**config.mk**
```make
export PLATFORM = sky130hd
export DESIGN_NAME = rx_err_queue
export DESIGN_NICKNAME = d
export VERILOG_FILES = /design/src/rtl/rxq_pkg.sv /design/src/rtl/rxq_ptrs.sv /design/src/rtl/rxq_slots.sv /design/src/rtl/rxq_irq.sv /design/src/rtl/rx_err_queue.sv
export SDC_FILE = /design/constraint.sdc
export NUM_CORES = 1
export LEC_CHECK = 0
export ABC_AREA = 1
export BUFFER_PORTS_ARGS = -buffer_cell sky130_fd_sc_hd__buf_2
export CAP_MARGIN = 20
export CORE_ASPECT_RATIO = 1.75
export CORE_MARGIN = 5
export CORE_UTILIZATION = 44
export DETAILED_ROUTE_END_ITERATION = 12
export PLACE_DENSITY = 0.66
export RECOVER_POWER = 100
export SYNTH_ARGS = -nofsm -noshare
export SYNTH_HDL_FRONTEND = slang
export SYNTH_SLANG_ARGS = --single-unit
```
**constraint.sdc**
```tcl
create_clock -name clk -period 1.55 [get_ports clk]
set_input_delay 0.0775 -clock clk [delete_from_list [all_inputs] [get_ports clk]]
set_output_delay 0.0775 -clock clk [all_outputs]
set_load 0.03 [all_outputs]
```
**src/rtl/rxq_pkg.sv**
```systemverilog
package rxq_pkg;

  // error record kept beside every character
  typedef struct packed {
    logic frame;   // framing / CRC
    logic ovr;     // overrun
    logic par;     // parity
  } rxq_err_t;

  // receive interrupt selection
  typedef enum logic [1:0] {
    RXI_OFF   = 2'b00,
    RXI_FIRST = 2'b01,
    RXI_ALL   = 2'b10,
    RXI_ALL_B = 2'b11
  } rxq_mode_e;

  // circular successor of a slot index
  function automatic int unsigned rxq_next(int unsigned p, int unsigned depth);
    return (p + 1 >= depth) ? 0 : p + 1;
  endfunction

  // full test: one slot is always left unused
  function automatic logic rxq_is_full(int unsigned wp, int unsigned rp,
                                       int unsigned depth);
    return (wp + 1 == rp) || ((wp == depth - 1) && (rp == 0));
  endfunction

  function automatic logic rxq_has_err(rxq_err_t e);
    return e.frame | e.ovr | e.par;
  endfunction

  function automatic logic rxq_mode_all(rxq_mode_e m);
    return (m == RXI_ALL) || (m == RXI_ALL_B);
  endfunction

endpackage

```
**src/rtl/rxq_ptrs.sv**
```systemverilog
module rxq_ptrs
  import rxq_pkg::*;
#(
  parameter int DEPTH = 3,
  parameter int PW    = $clog2(DEPTH)
) (
  input  logic          clk,
  input  logic          rst,
  input  logic          adv_w,
  input  logic          adv_r,
  output logic [PW-1:0] wp,
  output logic [PW-1:0] rp,
  output logic          full,
  output logic          empty
);

  logic [PW-1:0] wp_nx;
  logic [PW-1:0] rp_nx;

  always_comb begin
    wp_nx = PW'(rxq_next(int'(wp), DEPTH));
    rp_nx = PW'(rxq_next(int'(rp), DEPTH));
  end

  always_ff @(posedge clk) begin
    if (rst) begin
      wp <= '0;
      rp <= '0;
    end else begin
      if (adv_w) wp <= wp_nx;
      if (adv_r) rp <= rp_nx;
    end
  end

  always_comb begin
    full  = rxq_is_full(int'(wp), int'(rp), DEPTH);
    empty = (wp == rp);
  end

endmodule

```
**src/rtl/rxq_slots.sv**
```systemverilog
module rxq_slots
  import rxq_pkg::*;
#(
  parameter int DEPTH = 3,
  parameter int DW    = 8,
  parameter int PW    = $clog2(DEPTH)
) (
  input  logic          clk,
  input  logic          rst,
  input  logic          wr_en,
  input  logic [PW-1:0] wr_addr,
  input  logic [DW-1:0] wr_data,
  input  rxq_err_t      wr_err,
  input  logic [PW-1:0] rd_addr,
  output logic [DW-1:0] rd_data,
  output rxq_err_t      rd_err
);

  logic [DW-1:0] data_q [DEPTH];
  rxq_err_t      err_q  [DEPTH];

  generate
    for (genvar g = 0; g < DEPTH; g++) begin : g_slot
      logic hit;
      assign hit = wr_en && (int'(wr_addr) == g);

      // character storage needs no reset: it is never read before written
      always_ff @(posedge clk) begin
        if (hit) data_q[g] <= wr_data;
      end

      always_ff @(posedge clk) begin
        if (rst)      err_q[g] <= '0;
        else if (hit) err_q[g] <= wr_err;
      end
    end
  endgenerate

  always_comb begin
    rd_data = data_q[rd_addr];
    rd_err  = err_q[rd_addr];
  end

endmodule

```
**src/rtl/rxq_irq.sv**
```systemverilog
module rxq_irq
  import rxq_pkg::*;
(
  input  logic      clk,
  input  logic      rst,
  input  rxq_mode_e mode,
  input  logic      arm_next,
  input  logic      push_evt,
  input  logic      err_read_evt,
  output logic      rx_irq,
  output logic      spec_irq
);

  logic armed;
  logic fire_rx;

  always_comb begin
    fire_rx = push_evt &&
              (rxq_mode_all(mode) || ((mode == RXI_FIRST) && armed));
  end

  always_ff @(posedge clk) begin
    if (rst) begin
      armed <= 1'b0;
    end else if (arm_next) begin
      armed <= 1'b1;
    end else if (push_evt && (mode == RXI_FIRST)) begin
      armed <= 1'b0;
    end
  end

  always_ff @(posedge clk) begin
    if (rst) begin
      rx_irq   <= 1'b0;
      spec_irq <= 1'b0;
    end else begin
      rx_irq   <= fire_rx;
      spec_irq <= err_read_evt;
    end
  end

endmodule

```
**src/rtl/rx_err_queue.sv**
```systemverilog
module rx_err_queue
  import rxq_pkg::*;
#(
  parameter int DEPTH = 3,
  parameter int DW    = 8
) (
  input  logic          clk,
  input  logic          rst,
  input  logic          rx_push,
  input  logic [DW-1:0] rx_char,
  input  logic          rx_frame_err,
  input  logic          rx_par_err,
  input  logic          cpu_read,
  input  logic          cpu_err_reset,
  input  logic          cpu_arm_next,
  input  logic [1:0]    int_mode,
  output logic [DW-1:0] rd_char,
  output logic [2:0]    rd_status,
  output logic          char_avail,
  output logic          rx_irq,
  output logic          spec_irq
);

  localparam int PW = (DEPTH > 1) ? $clog2(DEPTH) : 1;

  // named internal events
  logic [PW-1:0] wp, rp;
  logic          q_full, q_empty;
  logic [DW-1:0] head_char;
  rxq_err_t      head_err;
  rxq_err_t      push_err;
  logic          read_hit;
  logic          read_err;
  logic          reset_hit;
  logic          adv_w, adv_r;
  logic          drain_empty;

  always_comb begin
    read_hit  = cpu_read && !q_empty;
    read_err  = read_hit && rxq_has_err(head_err);
    reset_hit = cpu_err_reset && !q_empty;
    adv_w     = rx_push && !q_full;
    adv_r     = (read_hit && !read_err) || reset_hit;
    // overrun flag follows the full state at the moment of the push
    push_err.frame = rx_frame_err;
    push_err.ovr   = q_full;
    push_err.par   = rx_par_err;
    drain_empty = adv_r && (PW'(rxq_next(int'(rp), DEPTH)) == wp);
  end

  rxq_ptrs #(.DEPTH(DEPTH), .PW(PW)) u_ptrs (
    .clk   (clk),
    .rst   (rst),
    .adv_w (adv_w),
    .adv_r (adv_r),
    .wp    (wp),
    .rp    (rp),
    .full  (q_full),
    .empty (q_empty)
  );

  rxq_slots #(.DEPTH(DEPTH), .DW(DW), .PW(PW)) u_slots (
    .clk     (clk),
    .rst     (rst),
    .wr_en   (rx_push),
    .wr_addr (wp),
    .wr_data (rx_char),
    .wr_err  (push_err),
    .rd_addr (rp),
    .rd_data (head_char),
    .rd_err  (head_err)
  );

  rxq_irq u_irq (
    .clk          (clk),
    .rst          (rst),
    .mode         (rxq_mode_e'(int_mode)),
    .arm_next     (cpu_arm_next),
    .push_evt     (rx_push),
    .err_read_evt (read_err),
    .rx_irq       (rx_irq),
    .spec_irq     (spec_irq)
  );

  // read port and status register
  always_ff @(posedge clk) begin
    if (rst) begin
      rd_char   <= '0;
      rd_status <= '0;
    end else if (read_hit) begin
      rd_char   <= head_char;
      rd_status <= head_err;
    end
  end

  always_ff @(posedge clk) begin
    if (rst)              char_avail <= 1'b0;
    else if (rx_push)     char_avail <= 1'b1;
    else if (drain_empty) char_avail <= 1'b0;
  end

endmodule

```
==> qor.csv <==
metric,value,unit
status,completed,
Worst Hold Class,in -> reg,
Worst Max-Slew Pin Slew,0.498,ns
Fin. Hold Viols,0,
Post-synth ARST share,0,%
HPWL after detailed placement,3080,um
Root Buffer,clkbuf_8,
RSZ-0062 raised after global routing,no,
die width,64.2,um
Area Growth Syn to Fin,18.4,%
layout cells sized above 1,16.6,%
All-Layer GR Usage,13.9,%
Iter 0 DRT Violations,28,
clock sink total,54,
"commonest cells after routing, fill and taps aside","nand2_1 (47), edfxtp_1 (33), nor2_1 (28), clkbuf_1 (23), dfxtp_1 (18)",
DP Area,2530,sq um
Critical Path Fanout Max,5,
Syn Std Cell Area,2260,sq um
fin crit share,91.7,%
maximum clock rate,703,MHz
# rows,34,
final setup fails,0,
via/cell ratio,4.91,
max-cap violations,0,
Die Height,105,um
cell area after layout,2680,sq um
Final GP Congestion,0.781,
initial core utilization,45.5,%
GRT overflow,0,
Post-CTS Setup Inserts,0,
dpl ws,0.0430,ns
DR WL/cell,13.2,um
Setup CP Type,reg -> reg,
Post-DRT Antenna Nets,0,
initial antenna violation count,0,
fill count,471,
DRT Pass-1 Iters,4,
port bufs,31,
CTS tree,built,
synthesized flop and latch total,54,
"Reg clk slew, reported paths",0.09,ns
Worst setup SP type,flop,
CTS Buffer Depth,2,
synth unique cells,28,
largest net degree at the start of global routing,20,
area of the die,6730,sq um
cells after synthesis,218,
setup tns final,0,ns
Setup crit end kind,flop,
Final Core Density,53.8,%
setup slack after layout,0.128,ns
global-route wire length before repair,7310,um
clock skew,0.00767,ns
antenna cells,0,
# nets final,294,
Mapped Nets,242,
Power Dens Cells,1780,nW/um^2
"most common cell after layout, fill and taps aside",nand2_1,
fin crit period,1.42,ns
drc violations,0,
count of yosys warnings during synthesis,0,
CP arrival,1.48,ns
Core Box Area,4980,sq um
WL final,4280,um
Fin Hold WS,0.00160,ns
CP required,1.61,ns
predominant post-synthesis flop cell,edfxtp_1,
Post-synth EDFFs,33,
clock latency on the worst-skew pair,0.30,ns
Tot Pwr,4.76,mW
Syn Area/Cell,10.4,sq um
num ports,32,
relative slew slack,66.7,%
Placed Instances,307,
via count,1596,
Pleak,1.11,nW
Clock H-tree levels,2,
"non-filler cells, final",325,
peak supply drop,1.05,mV
CTS Buf Count,5,
sequential fraction of the synthesis area,62.4,%
number of global-route vias before repair,1652,
fin. max-slew vios,0,
## worst paths after layout
kind                         endpoint  cells past startpoint          from  slack, ns
setup reg to reg  u_slots.err_q[1][1]                      7  u_ptrs.wp[0]       0.13
hold reg to reg            rd_char[3]                      2    rd_char[3]       0.51
setup / recovery  u_slots.err_q[1][1]                      7  u_ptrs.wp[0]       0.13
hold / removal           u_irq.rx_irq                      3   int_mode[1]      0.002
## kinds of logic after synthesis
family	count (synthesis)	share of synthesized area (%)
DFF	54	62.4
buffers and inverters	27	6.14
and+or+nand+nor	96	18.4
AOI/OAI and AO/OA	35	9.84
adders and majority gates	6	3.32
## state kept, by name, indices dropped and copies added, names as in the netlist, named ones only
signal,flops
char_avail,1
rd_char,8
rd_status,3
u_irq.armed,1
u_irq.rx_irq,1
u_irq.spec_irq,1
u_ptrs.rp,2
u_ptrs.wp,2
u_slots.data_q,24
u_slots.err_q,9
## power breakdown
| part | switching [mW] | internal [mW] |
|---|---|---|
| Sequential | 0.160 | 1.86 |
| Clock | 0.448 | 0.319 |
| Combinational | 1.33 | 0.649 |
| Total | 1.93 | 2.83 |
## per-layer routing
layer  wire [um]  GRT usage, %  vias up
li1            -             -      833
met1        1520          14.0      725
met2        2500          26.5       27
met3         153          2.36       11
met4         112          6.26        0
met5           0             0        -
## Yosys cell counts, types with 3 or more instances
cell / n / share of area, %
nand2_1: 47 / 7.8
o21ai_0: 3 / 0.66
a31oi_1: 7 / 1.9
nor2_1: 28 / 4.6
o21ai_2: 5 / 1.9
inv_1: 15 / 2.5
a22oi_1: 6 / 2.0
nand2_4: 3 / 1.5
a21oi_1: 9 / 2.0
ha_1: 6 / 3.3
dfxtp_1: 21 / 19
inv_2: 3 / 0.50
o21ai_1: 3 / 0.66
edfxtp_1: 33 / 44
nand3_1: 11 / 2.4
## final cells by class
type,count,area (sq um),area share (%)
clock inverters,3,20.0,0.747
multi-input cells,137,714,26.7
inverters,21,83.8,3.13
flip-flops and latches,54,1420,52.9
repair buffers,51,307,11.4
well taps,54,67.6,2.52
clock buffers,5,68.8,2.57
## worst max-delay path, cell delays in order (launching register included)
cell,delay (ns)
dfxtp_4,0.38
inv_2,0.05
ha_1,0.31
nor2_1,0.11
nor2_1,0.04
nand4_1,0.08
and2_4,0.18
nor2_1,0.04
## timing repair
item / CTS / global route
setup endpoints to repair: 0 / 8
hold buffers: 10 / 0
endpoints found under the hold margin: 27 / 0
gates resized for setup: 0 / 6
(Power assumes the default switching activity.)
